===== src/rtl/npc_pkg.sv =====
package npc_pkg;

  localparam int unsigned OP_W    = 6;
  localparam int unsigned FUNCT_W = 6;

  localparam logic [OP_W-1:0]    OPC_SPECIAL = 6'b000000;
  localparam logic [OP_W-1:0]    OPC_JUMP    = 6'b000010;
  localparam logic [OP_W-1:0]    OPC_CALL    = 6'b000011;
  localparam logic [OP_W-1:0]    OPC_BR_EQ   = 6'b000100;
  localparam logic [OP_W-1:0]    OPC_BR_NE   = 6'b000101;
  localparam logic [FUNCT_W-1:0] FN_REG_JUMP = 6'b001000;

  typedef enum logic [2:0] {
    FLOW_SEQ   = 3'd0,
    FLOW_BR_EQ = 3'd1,
    FLOW_BR_NE = 3'd2,
    FLOW_JUMP  = 3'd3,
    FLOW_CALL  = 3'd4,
    FLOW_REGJ  = 3'd5
  } flow_e;

endpackage


===== src/rtl/npc_decode.sv =====
module npc_decode
  import npc_pkg::*;
(
  input  logic [OP_W-1:0]    opcode_i,
  input  logic [FUNCT_W-1:0] funct_i,
  output flow_e              flow_o
);

  always_comb begin
    flow_o = FLOW_SEQ;
    case (opcode_i)
      OPC_BR_EQ: flow_o = FLOW_BR_EQ;
      OPC_BR_NE: flow_o = FLOW_BR_NE;
      OPC_JUMP:  flow_o = FLOW_JUMP;
      OPC_CALL:  flow_o = FLOW_CALL;
      OPC_SPECIAL: begin
        if (funct_i == FN_REG_JUMP) flow_o = FLOW_REGJ;
      end
      default: flow_o = FLOW_SEQ;
    endcase
  end

endmodule


===== src/rtl/npc_target.sv =====
module npc_target #(
  parameter int unsigned PC_W  = 32,
  parameter int unsigned IMM_W = 16,
  parameter int unsigned TGT_W = 26
) (
  input  logic [PC_W-1:0]  pc_i,
  input  logic [IMM_W-1:0] imm_i,
  input  logic [TGT_W-1:0] target_i,
  input  logic [PC_W-1:0]  rs_val_i,
  input  logic [PC_W-1:0]  rt_val_i,
  output logic [PC_W-1:0]  seq_pc_o,
  output logic [PC_W-1:0]  branch_pc_o,
  output logic [PC_W-1:0]  jump_pc_o,
  output logic             regs_eq_o
);

  localparam int unsigned BYTE_SH  = 2;
  localparam int unsigned WORD_B   = 1 << BYTE_SH;
  localparam int unsigned EXT_W    = PC_W - IMM_W - BYTE_SH;
  localparam int unsigned REGION_W = PC_W - TGT_W - BYTE_SH;

  function automatic logic [PC_W-1:0] step_word(input logic [PC_W-1:0] pc);
    return pc + PC_W'(WORD_B);
  endfunction

  function automatic logic [PC_W-1:0] disp_bytes(input logic [IMM_W-1:0] imm);
    return {{EXT_W{imm[IMM_W-1]}}, imm, {BYTE_SH{1'b0}}};
  endfunction

  function automatic logic [PC_W-1:0] region_jump(input logic [REGION_W-1:0] region,
                                                  input logic [TGT_W-1:0]    tgt);
    return {region, tgt, {BYTE_SH{1'b0}}};
  endfunction

  logic [PC_W-1:0]     seq_pc;
  logic [REGION_W-1:0] region_bits;

  assign seq_pc      = step_word(pc_i);
  assign region_bits = seq_pc[PC_W-1 -: REGION_W];

  assign seq_pc_o    = seq_pc;
  assign branch_pc_o = seq_pc + disp_bytes(imm_i);
  assign jump_pc_o   = region_jump(region_bits, target_i);
  assign regs_eq_o   = (rs_val_i == rt_val_i);

endmodule


===== src/rtl/npc_select.sv =====
module npc_select
  import npc_pkg::*;
#(
  parameter int unsigned PC_W      = 32,
  parameter int unsigned REG_IDX_W = 5,
  parameter int unsigned LINK_IDX  = 31
) (
  input  logic                 clk,
  input  logic                 rst_n,
  input  flow_e                flow_i,
  input  logic                 regs_eq_i,
  input  logic [PC_W-1:0]      seq_pc_i,
  input  logic [PC_W-1:0]      branch_pc_i,
  input  logic [PC_W-1:0]      jump_pc_i,
  input  logic [PC_W-1:0]      reg_pc_i,
  output logic [PC_W-1:0]      npc_o,
  output logic                 taken_o,
  output logic                 link_we_o,
  output logic [REG_IDX_W-1:0] link_idx_o,
  output logic [PC_W-1:0]      link_val_o
);

  logic [PC_W-1:0] npc_d;
  logic            taken_d;
  logic            call_d;
  logic            link_d;
  logic [PC_W-1:0] link_val_d;

  always_comb begin
    npc_d   = seq_pc_i;
    taken_d = 1'b0;
    call_d  = 1'b0;
    case (flow_i)
      FLOW_BR_EQ: begin
        taken_d = regs_eq_i;
        npc_d   = regs_eq_i ? branch_pc_i : seq_pc_i;
      end
      FLOW_BR_NE: begin
        taken_d = !regs_eq_i;
        npc_d   = regs_eq_i ? seq_pc_i : branch_pc_i;
      end
      FLOW_JUMP: begin
        taken_d = 1'b1;
        npc_d   = jump_pc_i;
      end
      FLOW_CALL: begin
        taken_d = 1'b1;
        call_d  = 1'b1;
        npc_d   = jump_pc_i;
      end
      FLOW_REGJ: begin
        taken_d = 1'b1;
        npc_d   = reg_pc_i;
      end
      default: begin
        taken_d = 1'b0;
      end
    endcase
  end

  generate
    if (LINK_IDX == 0) begin : gen_link_off
      assign link_d = 1'b0;
      logic unused_call;
      assign unused_call = call_d;
    end else begin : gen_link_on
      assign link_d = call_d;
    end
  endgenerate

  assign link_val_d = link_d ? seq_pc_i : '0;
  assign link_idx_o = REG_IDX_W'(LINK_IDX);

  always_ff @(posedge clk or negedge rst_n) begin
    if (!rst_n) begin
      npc_o      <= '0;
      taken_o    <= 1'b0;
      link_we_o  <= 1'b0;
      link_val_o <= '0;
    end else begin
      npc_o      <= npc_d;
      taken_o    <= taken_d;
      link_we_o  <= link_d;
      link_val_o <= link_val_d;
    end
  end

endmodule


===== src/rtl/npc_unit.sv =====
module npc_unit
  import npc_pkg::*;
#(
  parameter int unsigned PC_W      = 32,
  parameter int unsigned IMM_W     = 16,
  parameter int unsigned TGT_W     = 26,
  parameter int unsigned REG_IDX_W = 5,
  parameter int unsigned LINK_IDX  = 31
) (
  input  logic                 clk,
  input  logic                 rst_n,
  input  logic [PC_W-1:0]      pc_i,
  input  logic [OP_W-1:0]      opcode_i,
  input  logic [FUNCT_W-1:0]   funct_i,
  input  logic [IMM_W-1:0]     imm_i,
  input  logic [TGT_W-1:0]     target_i,
  input  logic [PC_W-1:0]      rs_val_i,
  input  logic [PC_W-1:0]      rt_val_i,
  output logic [PC_W-1:0]      npc_o,
  output logic                 taken_o,
  output logic                 link_we_o,
  output logic [REG_IDX_W-1:0] link_idx_o,
  output logic [PC_W-1:0]      link_val_o
);

  flow_e           flow_kind;
  logic [PC_W-1:0] seq_pc;
  logic [PC_W-1:0] branch_pc;
  logic [PC_W-1:0] jump_pc;
  logic            regs_eq;

  npc_decode u_decode (
    .opcode_i (opcode_i),
    .funct_i  (funct_i),
    .flow_o   (flow_kind)
  );

  npc_target #(
    .PC_W  (PC_W),
    .IMM_W (IMM_W),
    .TGT_W (TGT_W)
  ) u_target (
    .pc_i        (pc_i),
    .imm_i       (imm_i),
    .target_i    (target_i),
    .rs_val_i    (rs_val_i),
    .rt_val_i    (rt_val_i),
    .seq_pc_o    (seq_pc),
    .branch_pc_o (branch_pc),
    .jump_pc_o   (jump_pc),
    .regs_eq_o   (regs_eq)
  );

  npc_select #(
    .PC_W      (PC_W),
    .REG_IDX_W (REG_IDX_W),
    .LINK_IDX  (LINK_IDX)
  ) u_select (
    .clk         (clk),
    .rst_n       (rst_n),
    .flow_i      (flow_kind),
    .regs_eq_i   (regs_eq),
    .seq_pc_i    (seq_pc),
    .branch_pc_i (branch_pc),
    .jump_pc_i   (jump_pc),
    .reg_pc_i    (rs_val_i),
    .npc_o       (npc_o),
    .taken_o     (taken_o),
    .link_we_o   (link_we_o),
    .link_idx_o  (link_idx_o),
    .link_val_o  (link_val_o)
  );

endmodule


===== config.mk =====
export PLATFORM = sky130hd
export DESIGN_NAME = npc_unit
export DESIGN_NICKNAME = d
export VERILOG_FILES = /design/src/rtl/npc_pkg.sv /design/src/rtl/npc_decode.sv /design/src/rtl/npc_target.sv /design/src/rtl/npc_select.sv /design/src/rtl/npc_unit.sv
export SDC_FILE = /design/constraint.sdc
export NUM_CORES = 1
export LEC_CHECK = 0
export BUFFER_PORTS_ARGS = -buffer_cell sky130_fd_sc_hd__clkbuf_2
export CAP_MARGIN = 30
export CORE_MARGIN = 4
export CORE_UTILIZATION = 52
export DETAILED_ROUTE_END_ITERATION = 10
export HOLD_SLACK_MARGIN = 0.05
export PLACE_DENSITY = 0.83
export RECOVER_POWER = 100
export SLEW_MARGIN = 20
export SYNTH_ARGS = -nofsm -noshare
export SYNTH_HDL_FRONTEND = slang
export SYNTH_SLANG_ARGS = --single-unit

===== constraint.sdc =====
create_clock -name clk -period 0.8 [get_ports clk]
set_input_delay 0.04 -clock clk [delete_from_list [all_inputs] [get_ports clk]]
set_output_delay 0.04 -clock clk [all_outputs]
set_load 0.02 [all_outputs]

==> results by group, run 1 <==
Outcome
  • Status: did not finish
  • Failed at: clock tree synthesis
  • Tool error: [ERROR DPL-0038] Utilization greater than 100%, impossible to legalize

Placed design
  • DP Area: 0.00805 mm²
  • RePlAce Congestion: 0.963
  • Port buffer count: 217
  • HPWL Detailed: 18000 µm

Yosys
  • Synthesized area per cell: about 9.3 µm²
  • Sequential element share of the synthesized area: 33.6%
  • Unique masters post-synth: 58
  • Cells after Synth: 531
  • Synth top area share: 33.6%
  • FF+latch count, synth: 66
  • Synth Flop Type: dfrtp_1
  • Post-synth ARST share: 100%
  • Yosys warning count: 0
  • Synth top area cells: dfrtp_1 34%, ha_1 9.2%, xor2_1 8.9%
  • Top-count cell post-synth: dfrtp_1
  • Cell Area, Synth: 0.00491 mm²
  • EDFF count, synth: 0
  • Synth top cells by count: 66 x dfrtp_1, 50 x xor2_1, 39 x nand2_1
  • Synth area leader: dfrtp_1

CTS
  • Postcts setup bufs: 28
  • Deepest clock path buffer count: 2
  • Hold Buf Count CTS: 12
  • H-tree levels: 3
  • Cts repair resizes: about 140
  • Clock tree sinks: 66
  • Num CTS Buffers: 9
  • CTS Root Cell: clkbuf_8

Floorplan
  • I/O pins: 223
  • Die H: 105 µm
  • Site row count: 35
  • Initial Utilization: 53.2%
  • Die W: 105 µm
[cells by family after synthesis]
kind of cell / Yosys count / synth area share, %
AOI/OAI and AO/OA: 141 / 20.3
xor gates and xnor gates: 84 / 15.0
adders and majority gates: 37 / 9.57
buffers and inverters: 38 / 3.59
DFF: 66 / 33.6
muxes: 1 / 0.204
other: 1 / 0.0763
and+or+nand+nor: 163 / 17.6
[through the flow]
stage                     instances  utilization [%]  hold WS, ns  setup WS [ns]  setup TNS [ns]
after global placement         1073             87.1       0.0755          -2.41          -81.38
after detailed placement       1073             87.1       0.0989          -2.38          -83.86
after floorplan                 535                -       -0.256          -1.99          -56.34
==> run 2, diff against run 1 <==
--- a/config.mk
+++ b/config.mk
@@ -8,10 +8,9 @@
 export BUFFER_PORTS_ARGS = -buffer_cell sky130_fd_sc_hd__clkbuf_2
 export CAP_MARGIN = 30
 export CORE_MARGIN = 4
-export CORE_UTILIZATION = 52
+export CORE_UTILIZATION = 40
 export DETAILED_ROUTE_END_ITERATION = 10
-export HOLD_SLACK_MARGIN = 0.05
-export PLACE_DENSITY = 0.83
+export PLACE_DENSITY_LB_ADDON = 0.15
 export RECOVER_POWER = 100
 export SLEW_MARGIN = 20
 export SYNTH_ARGS = -nofsm -noshare
==> run 2 against run 1 <==
Effect of this change: the flow now finishes, with violations (negative hold slack, negative setup slack); area after synthesis is the same; synthesized cell count unchanged.
==> results by group, run 2 <==
Critical path
  • Critical path buffer and inverter count: 2
  • Max FO, Critical Path: 3
  • Crit path launch type: input port
  • Critical path's slowest cell: a221o_1
  • Critical path's top delay family: compound AO/OA/AOI/OAI gates
  • Worst EP required: 1.01 ns
  • Crit Path Class: in -> reg
  • Worst Path Arrival: 3.00 ns
  • CP Capture Type: flop
  • Crit-path cells: buf_6 > and4_4 > and3_4 > nand4_1 > xnor2_2 > buf_4 > ha_2 > a21oi_2 > nand2_1 > a221o_1 > nor2_2 > o31a_1 > o21ai_2 > a211oi_2 > xor2_1 > o21ai_1
  • Max stage delay on crit path: 0.40 ns

STA
  • Final hold violations: 16
  • Final cycle utilization of the critical path: 348%
  • Hold_ws: -0.0531 ns
  • Final Max Tran Viols: 0
  • Max_slew headroom: around two thirds
  • Unrepaired setup endpoints after global routing: yes
  • PnR worst setup slack: -1.98 ns
  • Fmax: between 300 and 400 MHz
  • Min cycle time layout: 2.78 ns
  • Final setup vio count: between 100 and 150
  • Least-Margin Pin Slew: about 0.52 ns

Hold path
  • Hold path cells: 3
  • Hold crit path type: in -> reg
  • Endpoint, Worst Hold: u_select.npc_o[21]
  • Min-delay src: target_i[19]

Yosys
  • Cells after Synth: 531 (unchanged)
  • Cell Area, Synth: 0.00491 mm² (unchanged)
  • Top-count cell post-synth: dfrtp_1 (unchanged)
  • Synth top area share: 33.6% (unchanged)
  • EDFF count, synth: 0 (unchanged)
  • Synth Flop Type: dfrtp_1 (unchanged)
  • Yosys warning count: 0 (unchanged)
  • Synth top cells by count: 66 x dfrtp_1, 50 x xor2_1, 39 x nand2_1 (unchanged)
  • Sequential element share of the synthesized area: 33.6% (unchanged)
  • Post-synth ARST share: 100% (unchanged)
  • Unique masters post-synth: 58 (unchanged)
  • FF+latch count, synth: 66 (unchanged)
  • Synthesized area per cell: 9.25 µm² (unchanged)
  • Synth top area cells: dfrtp_1 34%, ha_1 9.2%, xor2_1 8.9% (unchanged)
  • Synth area leader: dfrtp_1 (unchanged)

Global route
  • Grt met3 use: about 6.2%
  • Largest net degree at the start of global routing: 67
  • Vias in the first global route: around 6800
  • GRT busiest layer: met2
  • Total congestion overflow: 0
  • Grt met1 use: a little under two fifths
  • Initial antenna violation count: 0
  • First-pass GRT wire length: 35900 µm
  • Met2 Resource Use GR: 57.9%
  • GRT Overall Usage: between 30% and 40%

Routing
  • Via-per-instance ratio: roughly 5.7
  • DRC viols: 0
  • DR pass1 iterations: 6
  • Routed via count: 6589
  • Initial DRC Count: 625
  • Routed WL: about 26000 µm
  • Final ANT Viol Nets: 0
  • Routed len/inst: 22.8 µm

CTS
  • Clock tree sinks: 66 (unchanged)
  • H-tree levels: 3 (unchanged)
  • CTS tree: done
  • Clock slew seen by the registers of the worst setup and hold paths: 0.06 ns
  • Num CTS Buffers: 9 (unchanged)
  • Deepest clock path buffer count: 2 (unchanged)
  • CTS Root Cell: clkbuf_16 (was clkbuf_8)

Power
  • Power density over the cells: 1230 mW/mm²
  • Total leakage power: slightly above 5 nW
  • Peak VDD IR: approximately 1000 µV
  • Pwr Total: 12.9 mW

Floorplan
  • Die H: 119 µm (was 105 µm)
  • Site row count: 40 (was 35)
  • I/O pins: 223 (unchanged)
  • Initial Utilization: 40.9% (was 53.2%)
  • Total Die Area: 0.0141 mm²
  • Die W: 119 µm (was 105 µm)
  • Core Footprint: about 0.012 mm²

Layout
  • Biggest regs: u_select.link_val_o x32, u_select.npc_o x32
  • Fillers: between 500 and 600
  • Ant diodes: 0
  • Commonest non-fill, non-tap cell in the layout: buf_4
  • Area grow syn2layout: 113%
  • Most frequent cells in the layout: 197 x buf_4, 133 x clkbuf_2, 116 x buf_6, 66 x dfrtp_1, 38 x xor2_1
  • Final core utilization: 87.2%
  • Final cell count without fillers: about 1200
  • Layout cells sized above 1: 65.6%
  • Layout net count: 1192

Placed design
  • HPWL Detailed: 16900 µm (was 18000 µm)
  • Cell Count Post-Placement: 1078 (was 1073)
  • Port buffer count: 217 (unchanged)
  • RePlAce Congestion: 0.946 (was 0.963)

Outcome
  • Failing checks: negative hold slack, negative setup slack
  • Status: complete, but fails checks (was did not finish)

Flow run
  • Maxcap violations: 0
[run 2: cell counts after synthesis]
No cell type changed its count.
[run 2: logic make-up after synthesis]
family | count (synthesis) | synth area share, %
simple gates | 163 | 17.6
flops | 66 | 33.6
compound gates | 141 | 20.3
fa+ha+maj | 37 | 9.57
buf+inv | 38 | 3.59
xor+xnor | 84 | 15.0
other cells | 1 | 0.0763
mux | 1 | 0.204
[run 2: routing by layer]
layer | routed length [µm] | part of all wire [%]
met5 | 0 | 0
met2 | 13300 | 51
met3 | 2050 | 7.8
met1 | 9470 | 36
met4 | 1420 | 5.4
[run 2: how the worst max path moves through the flow]
stage          startpoint            endpoint  slack, ns  cells past startpoint
3_3_place_gp      pc_i[6]  u_select.npc_o[28]      -2.21                     15
4_1_cts           pc_i[5]  u_select.npc_o[23]      -1.87                     15
3_5_place_dp      pc_i[6]  u_select.npc_o[28]      -2.26                     15
2_1_floorplan     pc_i[6]  u_select.npc_o[31]      -1.99                     17
6_report          pc_i[5]  u_select.npc_o[23]      -1.98                     16
5_1_grt           pc_i[5]  u_select.npc_o[27]      -2.11                     19
[run 2: where the power goes]
| group | total [mW] | internal [mW] | switching [mW] |
|---|---|---|---|
| Sequential | 3.54 | 3.47 | 0.0733 |
| Clock | 4.18 | 2.50 | 1.68 |
| Combinational | 5.18 | 2.66 | 2.52 |
| Total | 12.9 | 8.63 | 4.27 |
[run 2: timing repair]
action,in CTS,in global routing
buffers inserted,38,27
hold buffers,9,1
endpoints found under the hold margin,94,17
gates cloned,5,1
pin swaps,66,74
setup endpoints to repair,132,132
resized for setup,157,299
[run 2: metrics by stage]
step                      setup WS [ns]  setup TNS (ns)  area (µm²)
after floorplan                   -1.99          -56.34        5310
after global placement            -2.21          -81.76        8000
after detailed placement          -2.26          -83.96        8000
after CTS                         -1.87          -66.90        9510
after global routing              -2.11          -74.68       10500
final                             -1.98          -67.38       10500
[run 2: layout make-up]
class | instances | area, µm² | share of cell area, %
inverters | 18 | 92.6 | 0.884
clock buffers | 10 | 239 | 2.28
multi-input cells | 431 | 4280 | 40.8
repair buffers | 477 | 3960 | 37.8
clock inverters | 6 | 66.3 | 0.633
well taps | 147 | 184 | 1.76
flip-flops and latches | 66 | 1650 | 15.8
[run 2: worst min-delay path: cells and delay by family]
kind,cells,cell delay [ns]
compound gates,2,0.14
buf+inv,1,0.08
(Power assumes the default switching activity.)
